## src/rtl/i2c_chsel_pkg.sv

```systemverilog
// Package: shared types for the channel-select target.
// Assumes: a single transfer engine owns the state encoding below.
package i2c_chsel_pkg;

    // Transfer phases of the bus target.
    typedef enum logic [2:0] {
        ST_IDLE,
        ST_ADDR,
        ST_ADDR_ACK,
        ST_WR_DATA,
        ST_WR_ACK,
        ST_RD_DATA,
        ST_RD_ACK,
        ST_RD_NEXT
    } xfer_st_e;

endpackage

```

## src/rtl/i2c_bus_sync.sv

```systemverilog
// Module: i2c_bus_sync
// Brings SCL and SDA into the clock domain through STAGES flops, keeps one
// extra history flop and decodes START, STOP and SCL edges from it.
// Assumes: the clock is at least several times faster than SCL; idle bus is high.
module i2c_bus_sync #(
    parameter int STAGES = 2
) (
    input  logic clk,
    input  logic rst_n,
    input  logic scl_i,
    input  logic sda_i,
    output logic scl_s,
    output logic sda_s,
    output logic scl_rise,
    output logic scl_fall,
    output logic start_det,
    output logic stop_det
);
    logic [STAGES-1:0] scl_pipe;
    logic [STAGES-1:0] sda_pipe;
    logic              scl_q;
    logic              sda_q;

    // Synchroniser chain plus one history flop, reset to the idle-high level.
    always_ff @(posedge clk) begin
        if (!rst_n) begin
            scl_pipe <= '1;
            sda_pipe <= '1;
            scl_q    <= 1'b1;
            sda_q    <= 1'b1;
        end else begin
            scl_pipe <= {scl_pipe[STAGES-2:0], scl_i};
            sda_pipe <= {sda_pipe[STAGES-2:0], sda_i};
            scl_q    <= scl_pipe[STAGES-1];
            sda_q    <= sda_pipe[STAGES-1];
        end
    end

    assign scl_s = scl_pipe[STAGES-1];
    assign sda_s = sda_pipe[STAGES-1];

    // Bus condition decode from the synchronised level and its history.
    always_comb begin
        scl_rise  = scl_s & ~scl_q;
        scl_fall  = ~scl_s & scl_q;
        start_det = scl_s & scl_q & sda_q & ~sda_s;
        stop_det  = scl_s & scl_q & ~sda_q & sda_s;
    end
endmodule

```

## src/rtl/i2c_xfer_engine.sv

```systemverilog
// Module: i2c_xfer_engine
// Bit-level transfer state machine: address match and acknowledge, write
// byte capture with acknowledge, read byte shift-out and master ACK handling.
// Assumes: ADDR_W == NUM_CH - 1 (address plus direction fill one byte);
// START/STOP override every phase.
module i2c_xfer_engine
    import i2c_chsel_pkg::*;
#(
    parameter int NUM_CH = 8,
    parameter int ADDR_W = 7
) (
    input  logic              clk,
    input  logic              rst_n,
    input  logic              scl_rise,
    input  logic              scl_fall,
    input  logic              sda_s,
    input  logic              start_det,
    input  logic              stop_det,
    input  logic [ADDR_W-1:0] own_addr,
    input  logic [NUM_CH-1:0] rd_value,
    output logic              sda_pull_o,
    output logic              wr_stb,
    output logic [NUM_CH-1:0] wr_data
);
    localparam int              CNT_W = $clog2(NUM_CH);
    localparam logic [CNT_W-1:0] LAST = CNT_W'(NUM_CH - 1);

    xfer_st_e          st;
    logic [CNT_W-1:0]  bit_cnt;
    logic [NUM_CH-2:0] rx_sh;
    logic [NUM_CH-2:0] tx_sh;
    logic              rd_mode;
    logic              ack_phase;

    // Write strobe on the eighth sampled bit of a data byte.
    always_comb begin
        wr_stb  = (st == ST_WR_DATA) && scl_rise && (bit_cnt == LAST)
                  && !start_det && !stop_det;
        wr_data = {rx_sh, sda_s};
    end

    // Transfer phase sequencing and SDA pull-down control.
    always_ff @(posedge clk) begin
        if (!rst_n) begin
            st         <= ST_IDLE;
            bit_cnt    <= '0;
            rx_sh      <= '0;
            tx_sh      <= '0;
            rd_mode    <= 1'b0;
            ack_phase  <= 1'b0;
            sda_pull_o <= 1'b0;
        end else if (start_det) begin
            st         <= ST_ADDR;
            bit_cnt    <= '0;
            ack_phase  <= 1'b0;
            sda_pull_o <= 1'b0;
        end else if (stop_det) begin
            st         <= ST_IDLE;
            ack_phase  <= 1'b0;
            sda_pull_o <= 1'b0;
        end else begin
            unique case (st)
                ST_ADDR: begin
                    if (scl_rise) begin
                        rx_sh   <= {rx_sh[NUM_CH-3:0], sda_s};
                        bit_cnt <= bit_cnt + 1'b1;
                        if (bit_cnt == LAST) begin
                            bit_cnt <= '0;
                            rd_mode <= sda_s;
                            st      <= (rx_sh == own_addr) ? ST_ADDR_ACK : ST_IDLE;
                        end
                    end
                end
                ST_ADDR_ACK, ST_WR_ACK: begin
                    if (scl_fall) begin
                        if (!ack_phase) begin
                            ack_phase  <= 1'b1;
                            sda_pull_o <= 1'b1;
                        end else begin
                            ack_phase <= 1'b0;
                            bit_cnt   <= '0;
                            if (st == ST_ADDR_ACK && rd_mode) begin
                                st         <= ST_RD_DATA;
                                tx_sh      <= rd_value[NUM_CH-2:0];
                                sda_pull_o <= ~rd_value[NUM_CH-1];
                            end else begin
                                st         <= ST_WR_DATA;
                                sda_pull_o <= 1'b0;
                            end
                        end
                    end
                end
                ST_WR_DATA: begin
                    if (scl_rise) begin
                        rx_sh   <= {rx_sh[NUM_CH-3:0], sda_s};
                        bit_cnt <= bit_cnt + 1'b1;
                        if (bit_cnt == LAST) begin
                            bit_cnt <= '0;
                            st      <= ST_WR_ACK;
                        end
                    end
                end
                ST_RD_DATA: begin
                    if (scl_fall) begin
                        if (bit_cnt == LAST) begin
                            bit_cnt    <= '0;
                            sda_pull_o <= 1'b0;
                            st         <= ST_RD_ACK;
                        end else begin
                            bit_cnt    <= bit_cnt + 1'b1;
                            tx_sh      <= {tx_sh[NUM_CH-3:0], 1'b0};
                            sda_pull_o <= ~tx_sh[NUM_CH-2];
                        end
                    end
                end
                ST_RD_ACK: begin
                    if (scl_rise) st <= sda_s ? ST_IDLE : ST_RD_NEXT;
                end
                ST_RD_NEXT: begin
                    if (scl_fall) begin
                        st         <= ST_RD_DATA;
                        bit_cnt    <= '0;
                        tx_sh      <= rd_value[NUM_CH-2:0];
                        sda_pull_o <= ~rd_value[NUM_CH-1];
                    end
                end
                default: st <= ST_IDLE;
            endcase
        end
    end

    AST_IDLE_RELEASED: assert property (@(posedge clk) disable iff (!rst_n)
        (st == ST_IDLE) |-> !sda_pull_o);
    AST_WRITE_ONLY_IN_WRITE: assert property (@(posedge clk) disable iff (!rst_n)
        wr_stb |-> !rd_mode);
endmodule

```

## src/rtl/chsel_reg.sv

```systemverilog
// Module: chsel_reg
// Holds the pending selection and the applied channel enables. A pending
// byte is applied at STOP and dropped at START.
// Assumes: write strobe, discard and apply are never active together.
module chsel_reg #(
    parameter int NUM_CH = 8
) (
    input  logic              clk,
    input  logic              rst_n,
    input  logic              wr_stb,
    input  logic [NUM_CH-1:0] wr_data,
    input  logic              discard,
    input  logic              apply,
    output logic [NUM_CH-1:0] ch_en,
    output logic              pend_valid
);
    logic [NUM_CH-1:0] pend;

    // Pending capture, discard on START, transfer to the enables on STOP.
    always_ff @(posedge clk) begin
        if (!rst_n) begin
            pend       <= '0;
            pend_valid <= 1'b0;
            ch_en      <= '0;
        end else if (wr_stb) begin
            pend       <= wr_data;
            pend_valid <= 1'b1;
        end else if (discard) begin
            pend_valid <= 1'b0;
        end else if (apply) begin
            if (pend_valid) ch_en <= pend;
            pend_valid <= 1'b0;
        end
    end
endmodule

```

## src/rtl/i2c_chsel_target.sv

```systemverilog
// Module: i2c_chsel_target
// Bus target with one channel-select register: writes are held pending and
// applied to the enable outputs at STOP; reads return the applied value.
// Assumes: SCL/SDA are oversampled by clk; SDA is open-drain outside.
module i2c_chsel_target #(
    parameter int             NUM_CH      = 8,
    parameter int             SEL_W       = 3,
    parameter int             SYNC_STAGES = 2,
    parameter logic [3:0]     ADDR_HI     = 4'b1110
) (
    input  logic              clk,
    input  logic              rst_n,
    input  logic              scl_i,
    input  logic              sda_i,
    input  logic [SEL_W-1:0]  addr_sel,
    output logic              sda_pull_o,
    output logic [NUM_CH-1:0] ch_en_o
);
    localparam int ADDR_W = $bits(ADDR_HI) + SEL_W;

    logic              scl_s, sda_s, scl_rise, scl_fall, start_det, stop_det;
    logic              wr_stb, pend_valid;
    logic [NUM_CH-1:0] wr_data;
    logic [ADDR_W-1:0] own_addr;

    assign own_addr = {ADDR_HI, addr_sel};

    i2c_bus_sync #(.STAGES(SYNC_STAGES)) u_sync (
        .clk(clk), .rst_n(rst_n), .scl_i(scl_i), .sda_i(sda_i),
        .scl_s(scl_s), .sda_s(sda_s), .scl_rise(scl_rise), .scl_fall(scl_fall),
        .start_det(start_det), .stop_det(stop_det)
    );

    i2c_xfer_engine #(.NUM_CH(NUM_CH), .ADDR_W(ADDR_W)) u_engine (
        .clk(clk), .rst_n(rst_n), .scl_rise(scl_rise), .scl_fall(scl_fall),
        .sda_s(sda_s), .start_det(start_det), .stop_det(stop_det),
        .own_addr(own_addr), .rd_value(ch_en_o), .sda_pull_o(sda_pull_o),
        .wr_stb(wr_stb), .wr_data(wr_data)
    );

    chsel_reg #(.NUM_CH(NUM_CH)) u_reg (
        .clk(clk), .rst_n(rst_n), .wr_stb(wr_stb), .wr_data(wr_data),
        .discard(start_det), .apply(stop_det), .ch_en(ch_en_o),
        .pend_valid(pend_valid)
    );

    AST_EN_HOLD_NO_STOP: assert property (@(posedge clk) disable iff (!rst_n)
        !stop_det |=> $stable(ch_en_o));
    AST_START_DROPS_PENDING: assert property (@(posedge clk) disable iff (!rst_n)
        start_det |=> (!pend_valid && $stable(ch_en_o)));
    AST_PULL_RISES_SCL_LOW: assert property (@(posedge clk) disable iff (!rst_n)
        $rose(sda_pull_o) |-> !scl_s);
    AST_STOP_NO_PENDING_HOLDS: assert property (@(posedge clk) disable iff (!rst_n)
        (stop_det && !pend_valid) |=> $stable(ch_en_o));
endmodule

```

## config.mk

```make
export PLATFORM = sky130hd
export DESIGN_NAME = i2c_chsel_target
export DESIGN_NICKNAME = d
export VERILOG_FILES = /design/src/rtl/i2c_chsel_pkg.sv /design/src/rtl/i2c_bus_sync.sv /design/src/rtl/i2c_xfer_engine.sv /design/src/rtl/chsel_reg.sv /design/src/rtl/i2c_chsel_target.sv
export SDC_FILE = /design/constraint.sdc
export NUM_CORES = 1
export LEC_CHECK = 0
export ABC_AREA = 1
export BUFFER_PORTS_ARGS = -buffer_cell sky130_fd_sc_hd__buf_2
export CORE_AREA = 2 2 68 70
export CTS_CLUSTER_SIZE = 25
export DETAILED_ROUTE_END_ITERATION = 12
export DIE_AREA = 0 0 70 72
export PLACE_DENSITY = 0.73
export SLEW_MARGIN = 30
export SYNTH_ARGS = -nofsm -noshare
export SYNTH_HDL_FRONTEND = slang
export SYNTH_SLANG_ARGS = --single-unit
export TNS_END_PERCENT = 1
```

## constraint.sdc

```tcl
create_clock -name clk -period 1.8 [get_ports clk]
set_clock_uncertainty 0.15 [all_clocks]
set_input_delay 0.18 -clock clk [delete_from_list [all_inputs] [get_ports clk]]
set_output_delay 0.18 -clock clk [all_outputs]
set_load 0.005 [all_outputs]
```

==> metrics <==
FF-to-FF path depth 8; Pins Over Slew Limit 0; final worst-path cycle share 0.906; area of the multi-input gates 1010 sq um; Cell Area, Synth 2080 sq um; Yosys top cell by area dfxtp_1; final setup violation count 0; slowest stage delay, CP 0.41 ns; dpl ws 0.0672 ns; final setup margin 0.169 ns; worst-case clock buffer depth 2; fill cell count 431; P_sw 0.960 mW; CTS H-tree lvls 2; root buf cell clkbuf_8; Post-Syn Instances 300; Switching Fraction 0.349; Layout Nets 337; leakage 1.08 nW; clk slew on worst S/H paths 0.08 ns; DR vias 1951; Req. time, crit path 1.89 ns; Seq pwr share 0.420; post-layout instance count excluding filler cells 381; Final min period 1.63 ns; ranking of synthesized cells by area dfxtp_1 44%, nand2_1 11%, nor2_1 8.9%; Startpoint Class register; worst r2r dst u_engine.tx_sh[4]$_SDFFE_PN0P_; Iteration-0 DRC Markers 121; Final Hold Viols 0; TritonCTS clock tree built; synthesized flop and latch total 46; die height 72 um; # IOs 16; num rows 24; Max-slew headroom 0.741; first-pass GRT wire length 7.58 mm; die area 5040 sq um; GRT overflow 0; Worst Hold End u_reg.ch_en[1]$_SDFFE_PN0P_; area grow syn2layout 16.1%; overall routing resource usage 0.189; maximum fanout along the worst path 7; Worst Max-Slew Pin Slew 0.388 ns; Yosys top cell area share 0.443; post-synth net total 309; Bufs and invs on worst path 1; cell family with most CP delay simple AND/OR/NAND/NOR gates; Starting Density 0.487; hold depth 3; TritonRoute pass-1 iters 4; Ant. Diodes 0; dpl hpwl 3.32 mm; Comb pwr share 0.304; vias per cell 5.12; Design Power 2.75 mW; dpl cells 369; # Max-Cap Violations 0; count of cell types in the netlist 24; Total Routed Length 4.54 mm; maximum clock frequency 613 MHz; clock latency on the worst-skew pair 0.30 ns; Async SR Flop Fraction 0; crit path DAT 1.72 ns; WS Path Type reg2reg; pwr dens 1140 nW/um^2; Final Hold Slack 0.0848 ns; crit end category register; internal power 1.79 mW; r2r setup slk 0.17 ns; antenna violations before repair 0; Die Wd 70 um; Reg area 922 sq um; Worst Hold Class in2reg; total CTS buffers 5; post-detailed-route count of antenna-violating nets 0; Clock power frac 0.276; hold_sp rst_n; slowest CP cell dfxtp_1; Ys Warns 0; ys flop type dfxtp_1; share of cells above drive strength 1 0.158; Avg Synthesized Cell Area 6.93 sq um; vias in the first global route 1705; outcome complete, no violations; Max VDD drop 0.000581 V; Core Region 4260 sq um; largest net degree at the start of global routing 31; reg2reg start u_engine.st[2]$_SDFFE_PP0P_; port bufs 15; drt drc 0; # clock sinks 46; CP cell instances nand2_1 -> nand3_1 -> nand2_1 -> nand2_2 -> inv_1 -> nor2_4 -> nor2_1 -> nor2_1; DR WL/cell 11.9 um; Post-synth EDFFs 0; register area share after synthesis 0.443; RePlAce Congestion 0.924
routing by layer:
layer  part of all wire  GRT usage  up-vias
met3              0.030     0.0417        7
met2               0.48      0.322       31
met4              0.015     0.0641        0
li1                   -          -     1021
met5                  0          0        -
met1               0.48      0.241      892
registers in the layout, indices dropped and copies added (netlist names):
register and cells:
u_reg.ch_en 8, u_reg.pend 8, u_engine.rx_sh 7, u_engine.tx_sh 7, u_engine.bit_cnt 3, u_engine.st 3, u_sync.scl_pipe 2, u_sync.sda_pipe 2
u_engine.ack_phase 1, u_engine.rd_mode 1, u_engine.sda_pull_o 1, u_reg.pend_valid 1, u_sync.scl_q 1, u_sync.sda_q 1
synthesized netlist by cell type, types with 2 or more instances:
cell,number
dfxtp_1,46
or2_2,5
o21ai_0,27
buf_4,2
nand2_1,62
ha_1,2
nand4_1,4
inv_1,30
nor2_1,49
nand2_2,2
nor3_1,3
clkbuf_1,3
nor2_2,4
a21oi_1,27
nand3_1,25
logic make-up (layout without fill, tap and decap cells):
group	Yosys count	in the layout	share of synthesized area
buffers and inverters	40	69	0.0801
AO/OA/AOI/OAI	55	55	0.134
flip-flops	46	46	0.443
adder cells (fa/ha/maj)	2	2	0.0120
XOR/XNOR	1	1	0.00422
AND/OR/NAND/NOR	156	156	0.326
power by group through the flow:
stage	clock, mW	sequential (mW)	combinational, mW
3_5_place_dp	0	1.17	0.802
2_1_floorplan	0	1.15	0.666
3_3_place_gp	0	1.17	0.792
6_report	0.759	1.15	0.837
5_1_grt	0.816	1.16	0.958
4_1_cts	0.780	1.15	0.808
cells in the final DEF, fill, tap and decap left out:
master and count:
nor2_2 2, nand3_1 24, nor3_1 3, clkinvlp_4 1, nor2_1 49, inv_2 1, nor3_4 1, nand2_2 3
ha_2 1, nand3_2 1, buf_2 15, inv_1 30, nand4_1 4, buf_4 12, clkinv_1 1, bufinv_16 1
nand2_1 61, or2_2 5, a21oi_1 27, nor2_4 3, dfxtp_2 1, xnor2_1 1, dlygate4sd3_1 2, ha_1 1
o21ai_0 27, clkbuf_8 5, clkbuf_1 1, a32oi_1 1, dfxtp_1 45
tightest hold or removal path, cell delays in order:
cell and delay [ns]:
buf_2 0.10, clkinv_1 0.15, a21oi_1 0.05
worst max-delay path by stage:
stage / from / endpoint / slack [ns] / cells after the start
floorplan: u_engine.bit_cnt[0]$_SDFFE_PP0P_ / u_engine.st[0]$_SDFFE_PN0P_ / 0.28 / 8
global placement: u_engine.st[0]$_SDFFE_PN0P_ / u_engine.st[2]$_SDFFE_PP0P_ / 0.07 / 7
detailed placement: u_engine.bit_cnt[0]$_SDFFE_PP0P_ / u_reg.pend[6]$_SDFFE_PN0P_ / 0.07 / 7
CTS: u_engine.bit_cnt[0]$_SDFFE_PP0P_ / u_reg.pend[0]$_SDFFE_PN0P_ / 0.03 / 7
global route: u_engine.st[2]$_SDFFE_PP0P_ / u_engine.tx_sh[6]$_SDFFE_PN0P_ / -0.0004 / 9
finish: u_engine.st[2]$_SDFFE_PP0P_ / u_engine.tx_sh[4]$_SDFFE_PN0P_ / 0.17 / 8
stage by stage:
stage,cell area (sq um),util,TNS [ns]
detailed placement,2250,0.527,0
floorplan,2080,-,0
global route,2410,0.566,-0.000425
CTS,2380,0.558,0
global placement,2250,0.527,0
finish,2410,0.566,0
what timing repair did:
action / in CTS / in global routing
hold buffers: 2 / 0
setup buffers: 0 / 2
resized for setup: 0 / 6
endpoints found under the setup margin: 0 / 18
hold endpoints to repair: 2 / 0
area by class of cell:
class	instances	area share
clock buffer	6	0.0301
clock inverter	2	0.0156
inverter	32	0.0498
multi-input combinational	214	0.419
sequential	46	0.382
tap	52	0.0270
timing repair buffer	29	0.0767
Power figures use the tool's default switching activity.
